--- src/rtl/pwr_mode_ctrl.sv ---
module pwr_mode_ctrl #(
  parameter int IDLE_W     = 12,
  parameter int CORE_DLY   = 4,
  parameter int OUT_SETTLE = 8
) (
  input  logic              clk,
  input  logic              rst_n,
  input  logic              sw_pd_n,
  input  logic              auto_pd_en,
  input  logic              pd_pin,
  input  logic              pd_pin_pol,
  input  logic              pd_pin_hiz_only,
  input  logic              act_sync,
  input  logic              act_clk,
  input  logic [IDLE_W-1:0] idle_limit,
  input  logic              hiz_pixel,
  input  logic              hiz_sync,
  input  logic              hiz_spdif,
  input  logic              hiz_i2s,
  output logic [1:0]        mode,
  output logic              en_pll,
  output logic              en_core,
  output logic              en_out,
  output logic              oe_pixel,
  output logic              oe_sync,
  output logic              oe_spdif,
  output logic              oe_i2s
);
  localparam int OUT_DLY = CORE_DLY + OUT_SETTLE;
  localparam int SEQ_W   = $clog2(OUT_DLY + 1);
  localparam logic [1:0] M_FULL = 2'b00;
  localparam logic [1:0] M_AUTO = 2'b01;
  localparam logic [1:0] M_PD   = 2'b10;
  localparam logic [SEQ_W-1:0] CORE_AT = SEQ_W'(CORE_DLY);
  localparam logic [SEQ_W-1:0] OUT_AT  = SEQ_W'(OUT_DLY);

  logic [1:0]        pin_sync;
  logic [IDLE_W-1:0] idle_cnt;
  logic [SEQ_W-1:0]  seq_cnt;
  logic [1:0]        mode_q;
  logic              pin_on, cmd_pd, pin_hiz, active, auto_req, full;

  always_ff @(posedge clk or negedge rst_n)
    if (!rst_n) pin_sync <= 2'b00;
    else        pin_sync <= {pin_sync[0], pd_pin};

  assign pin_on   = pd_pin_pol ? pin_sync[1] : ~pin_sync[1];
  assign cmd_pd   = ~sw_pd_n | (pin_on & ~pd_pin_hiz_only);
  assign pin_hiz  = pin_on & pd_pin_hiz_only;
  assign active   = act_sync | act_clk;
  assign auto_req = auto_pd_en & ~active & (idle_cnt >= idle_limit);

  always_ff @(posedge clk or negedge rst_n)
    if (!rst_n)                      idle_cnt <= '0;
    else if (active || !auto_pd_en)  idle_cnt <= '0;
    else if (idle_cnt < idle_limit)  idle_cnt <= idle_cnt + 1'b1;

  always_ff @(posedge clk or negedge rst_n)
    if (!rst_n)        mode_q <= M_PD;
    else if (cmd_pd)   mode_q <= M_PD;
    else if (auto_req) mode_q <= M_AUTO;
    else               mode_q <= M_FULL;

  assign full = (mode_q == M_FULL);

  always_ff @(posedge clk or negedge rst_n)
    if (!rst_n)                seq_cnt <= '0;
    else if (!full)            seq_cnt <= '0;
    else if (seq_cnt < OUT_AT) seq_cnt <= seq_cnt + 1'b1;

  assign mode     = mode_q;
  assign en_pll   = full;
  assign en_core  = full & (seq_cnt >= CORE_AT);
  assign en_out   = full & (seq_cnt >= OUT_AT);
  assign oe_pixel = en_out & ~pin_hiz & ~hiz_pixel;
  assign oe_sync  = en_out & ~pin_hiz & ~hiz_sync;
  assign oe_spdif = en_out & ~pin_hiz & ~hiz_spdif;
  assign oe_i2s   = en_out & ~pin_hiz & ~hiz_i2s;
endmodule

--- config.mk ---
export PLATFORM = sky130hd
export DESIGN_NAME = pwr_mode_ctrl
export DESIGN_NICKNAME = d
export VERILOG_FILES = /design/src/rtl/pwr_mode_ctrl.sv
export SDC_FILE = /design/constraint.sdc
export NUM_CORES = 1
export LEC_CHECK = 0
export ABC_CLOCK_PERIOD_IN_PS = 2330
export BUFFER_PORTS_ARGS = -buffer_cell sky130_fd_sc_hd__buf_2
export CORE_MARGIN = 5
export CORE_UTILIZATION = 35
export CTS_CLUSTER_SIZE = 25
export DETAILED_ROUTE_END_ITERATION = 7
export PLACE_DENSITY_LB_ADDON = 0.25
export SYNTH_ARGS = -nofsm -noshare
export SYNTH_HDL_FRONTEND = slang
export SYNTH_SLANG_ARGS = --single-unit
export TNS_END_PERCENT = 5
--- constraint.sdc ---
create_clock -name clk -period 2.33 [get_ports clk]
set_clock_uncertainty 0.2 [all_clocks]
set_input_delay 0.233 -clock clk [delete_from_list [all_inputs] [get_ports clk]]
set_output_delay 0.233 -clock clk [all_outputs]
set_load 0.05 [all_outputs]
Word level (Yosys, flattened, before mapping)
Index checks and enable logic that the tools add are counted.

storage, ports and cells
  bits in registers = 20
  input port bits = 25
  output and inout bits = 9
  logic and storage cells = 45

operators by class
  add/subtract/negate cells = 2
  order comparisons = 5
  eq/ne operators = 1
  mux-type cells = 7
  bitwise operators = 22
  reductions and logical operators = 4

operators with widths
  kind                   count
  $mux 12                2
  $add 12x1->12 const B  1
  $ge 12x12->1           1
  $lt 12x12->1           1
  $and 1x1->1            11
  $not 1->1              9
  $mux 4                 2
  $add 4x1->4 const B    1
  $ge 4x3->1 const B     1
  $ge 4x4->1 const B     1
  $lt 4x4->1 const B     1
  $logic_not 2->1        1
  $mux 1                 2
  $mux 2                 1
  $ne 2x1->1 const B     1
  $or 1x1->1             2
  $reduce_bool 2->1      1
  $logic_not 1->1        1
  $logic_or 1x1->1       1

Longest topological paths before layout
  word-level depth = 6
  gate-level depth with buffers = 10
  gate-level depth less buffers = 8

Least setup slack after synthesis
No wires, ideal clock.

  path kind = register to output
  from = reg mode_q[0] (netlist: mode[0])
  to = out oe_i2s
  arrival = 2.959 ns
  data required time = 1.897 ns
  slack = -1.062 ns
  cell stages (with the launch flop) = 4
  buffers on the path = 0
  cell sequence = dfrtp_1 -> nor3_1 -> o21ai_0 -> nor2_1

between the ends
  longest elaborated chain between the ends = 4

RTL lines
  item                       RTL line  text
  start: declaration         40        logic [1:0] mode_q;
  start signal: assignment   59        if (!rst_n) mode_q <= M_PD;
  start signal: assignment   60        else if (cmd_pd) mode_q <= M_PD;
  start signal: assignment   61        else if (auto_req) mode_q <= M_AUTO;
  $logic_not 2->1            64        assign full = (mode_q == M_FULL);
  $and 1x1->1                74        assign en_out = full & (seq_cnt >= OUT_AT);
  net en_out                 23        output logic en_out,
  $and 1x1->1 (2 in series)  78        assign oe_i2s = en_out & ~pin_hiz & ~hiz_i2s;
  end: declaration           27        output logic oe_i2s

The timed path passes the listed nets, and every way through them passes these cells.

Final worst setup path
  from = reg idle_cnt[7]
  to = reg idle_cnt[7]

between the ends
  longest elaborated chain between the ends = 3
  elaborated cells between the ends (all ways) = 5
  those cells by class = add/sub (1); order compare (1); mux (2); reduce/logical (1)

RTL lines
  item                      RTL line  text
  start: declaration        38        logic [IDLE_W-1:0] idle_cnt;
  start signal: assignment  56        else if (idle_cnt < idle_limit) idle_cnt <= idle_cnt + 1'b1;
  $add 12x1->12             56
  $mux 12                   56
  $mux 12                   55        else if (active || !auto_pd_en) idle_cnt <= '0;

Several ways; a longest one is shown, not always the timed one. The select of a mux whose other input is x is not followed.
A chain may end at the register's enable or synchronous reset.

==> flow_summary.toml <==
[worst_hold_path]
holdCritStartpoint = "auto_pd_en"
hold_depth = 4
worst_hold_path.endpoint = "idle_cnt[1]"
hold_class = "in2reg"

[synth]
synth_cells = 145
synth_area_leaders = "dfrtp_1 (38%), ha_1 (14%), inv_1 (5.3%)"
synth_top_cell_area_share = 0.375
syn-num-nets = 184
synth_common_cells = "dfrtp_1 (19), inv_1 (18), ha_1 (14), a21oi_1 (13), nand2_1 (11)"
ys_ff_latch = 20
syn_area_per_cell_sq_um = 8.73
synth_ff_type = "dfrtp_1"
synth-edff-count = 0
syn_area_sq_um = 1270
yosysSeqAreaShare = 0.396
async_flop_share = 1.00
yosysMostFrequentCell = "dfrtp_1"
synth_warnings = 0
yosys.cell_types.count = 29
synth_top_area_cell = "dfrtp_1"

[floorplanning]
io_pins = 34
start_util = 0.371
num_rows = 21
die_x_microns = 70.1
coreArea_sq_um = 3420
die_area_sq_um = 4920
die_h_microns = 70.1

[worst_setup_path]
worstReg2RegStart = "idle_cnt[7]"
end_kind = "register"
worstSetupPathType = "reg2reg"
cp.arrival_ns = 2.43
reg2reg_slack_ns = -0.07
rr_worst_depth = 7
path_max_fanout = 5
required_ns = 2.35
crit_path_start_kind = "register"
timing.rr.end = "idle_cnt[7]"

[place]
port_buffers = 33
gp_congestion = 0.800
dp_hpwl_microns = 2300
place_inst = 233

[sta]
min_period_over_period = 1.03
hold_viol_final = 0
tns_ns = -0.130
worstMarginPinSlew_ns = 0.476
max_slew_margin = 0.682
rsz0062_at_grt = "yes"
fin_ws_ns = -0.0738
fin_crit_ns = 2.40
setup_viol = 5
max_freq_mhz = 416
drv_slew = 0

[route]
ant_nets = 0
wirelength_microns = 3110
drtIter0Drc = 48
wl_per_cell_microns = 12.6
route.vias.total = 1225
dr.pass1.iters = 4
drc = 0
drt-vias-per-instance = 4.98

[power_and_ir_drop]
clockPowerShare = 0.382
vdd_drop_max_mv = 0.230
power_switching_w = 0.000168
combinationalPowerShare = 0.127
p_seq_frac = 0.492
p_int_w = 0.000571
sw_frac_of_total = 0.228
leakage_nw = 0.897
finalPower_w = 0.000739
power.density_nw_per_um2 = 399

[clock_tree]
cts-root-buf = "clkbuf_4"
clock-sinks = 20
clk_path_buf_depth = 2
clk-insertion-delay-late_ns = 0.30
htree_levels = 1
cts_tree = "done"
clk_pin_slew_ns = 0.12
cts_inserted_buffers = 3

[global_route]
grt_pass1_wl_microns = 5490
grt_max_degree = 21
first_global_vias = 1280
antenna_found_initial = 0
grt_overflow_total = 0
grt_util_all_layers = 0.132

[outcome]
violations = "setup timing"
status = "complete, but fails checks"

[final_layout]
area_growth_pct = 46.3
fin_cells = 246
n_antenna_cell = 0
layout.nets = 240
final_layout_size_suffix_gt1_frac = 0.400

[run]
maxCapViolations = 0
what timing repair did:
item	in CTS	in global routing
gates resized for setup	5	17
gates cloned	1	0
hold endpoints to repair	22	0
setup buffers	3	1
endpoints found under the setup margin	10	15
pin swaps	7	3
hold buffers	4	0
how the worst max path moves through the flow:
stage                            from     endpoint  slack (ns)  cells after the start
final                     idle_cnt[7]  idle_cnt[7]       -0.07                      7
after global routing      idle_cnt[7]  idle_cnt[7]       -0.15                      7
after CTS                 idle_cnt[6]  idle_cnt[9]       -0.08                      7
after detailed placement  idle_cnt[6]  idle_cnt[9]       -0.20                      7
after global placement    idle_cnt[6]  idle_cnt[9]       -0.06                      7
after floorplan               mode[0]      en_core       -0.03                      2
logic make-up (layout without fill, tap and decap cells):
logic type,after synthesis,in the layout,synth area share
AOI/OAI and AO/OA,34,34,0.157
xor gates and xnor gates,4,4,0.0277
adders and majority gates,14,14,0.138
buffers and inverters,21,75,0.0682
DFF,20,20,0.396
muxes,1,1,0.00791
and+or+nand+nor,51,52,0.205
cell usage in the layout, fill, tap and decap left out, types with 2 or more instances in the layout:
master,count
buf_2,33
a31oi_1,2
nor3_1,4
clkbuf_4,3
buf_4,15
xnor2_1,2
ha_1,10
ha_4,4
dfrtp_1,19
nor2_4,4
nand3_1,5
dlygate4sd3_1,4
o21ai_2,3
or4_4,3
o21ai_0,9
or3_1,7
nand2b_1,2
xor2_1,2
nor2_1,6
and3_1,4
a21oi_2,4
nand2_1,11
o31ai_1,2
a21oi_1,9
inv_1,18
registers in the layout (all words and copies together), names as in the netlist:
name and count:
mode 2, seq_cnt 4, pin_sync 2, idle_cnt 12
power groups by stage:
| stage | sequential (W) | combinational [W] | clock [W] |
|---|---|---|---|
| after floorplan | 0.000373 | 0.0000366 | 0 |
| after global placement | 0.000370 | 0.0000780 | 0 |
| after detailed placement | 0.000370 | 0.0000811 | 0 |
| after CTS | 0.000364 | 0.0000908 | 0.000292 |
| after global routing | 0.000365 | 0.000107 | 0.000307 |
| final | 0.000363 | 0.0000937 | 0.000282 |
metrics by stage:
step	instance area [sq um]	hold WS, ns	worst slack (ns)	util
3_3_place_gp	1600	0.0174	-0.0556	0.469
5_1_grt	1850	0.110	-0.147	0.542
4_1_cts	1770	0.0949	-0.0769	0.518
2_1_floorplan	1310	-0.263	-0.0317	-
3_5_place_dp	1600	0.0163	-0.201	0.469
6_report	1850	0.109	-0.0738	0.542
metal layers:
metal,vias to the layer above,global-route usage,part of all wire
li1,620,-,-
met1,568,0.169,0.43
met2,37,0.231,0.52
met3,0,0.0201,0.049
met4,0,0.0319,0
met5,-,0,0
worst max-delay path, stage by stage (launching register included):
cell	delay, ns
dfrtp_1	0.43
ha_4	0.23
a41oi_2	0.21
o21ai_2	0.10
a221oi_4	0.32
nand2_2	0.14
or4_4	0.55
a21oi_2	0.15
layout make-up:
| type | count | area [sq um] |
|---|---|---|
| clock buffers | 3 | 22.5 |
| clock inverters | 1 | 30.0 |
| fillers | 326 | 1560 |
| inverters | 18 | 67.6 |
| multi-input cells | 105 | 845 |
| flip-flops and latches | 20 | 502 |
| well taps | 46 | 57.6 |
| repair buffers | 53 | 329 |
Power figures use the tool's default switching activity.
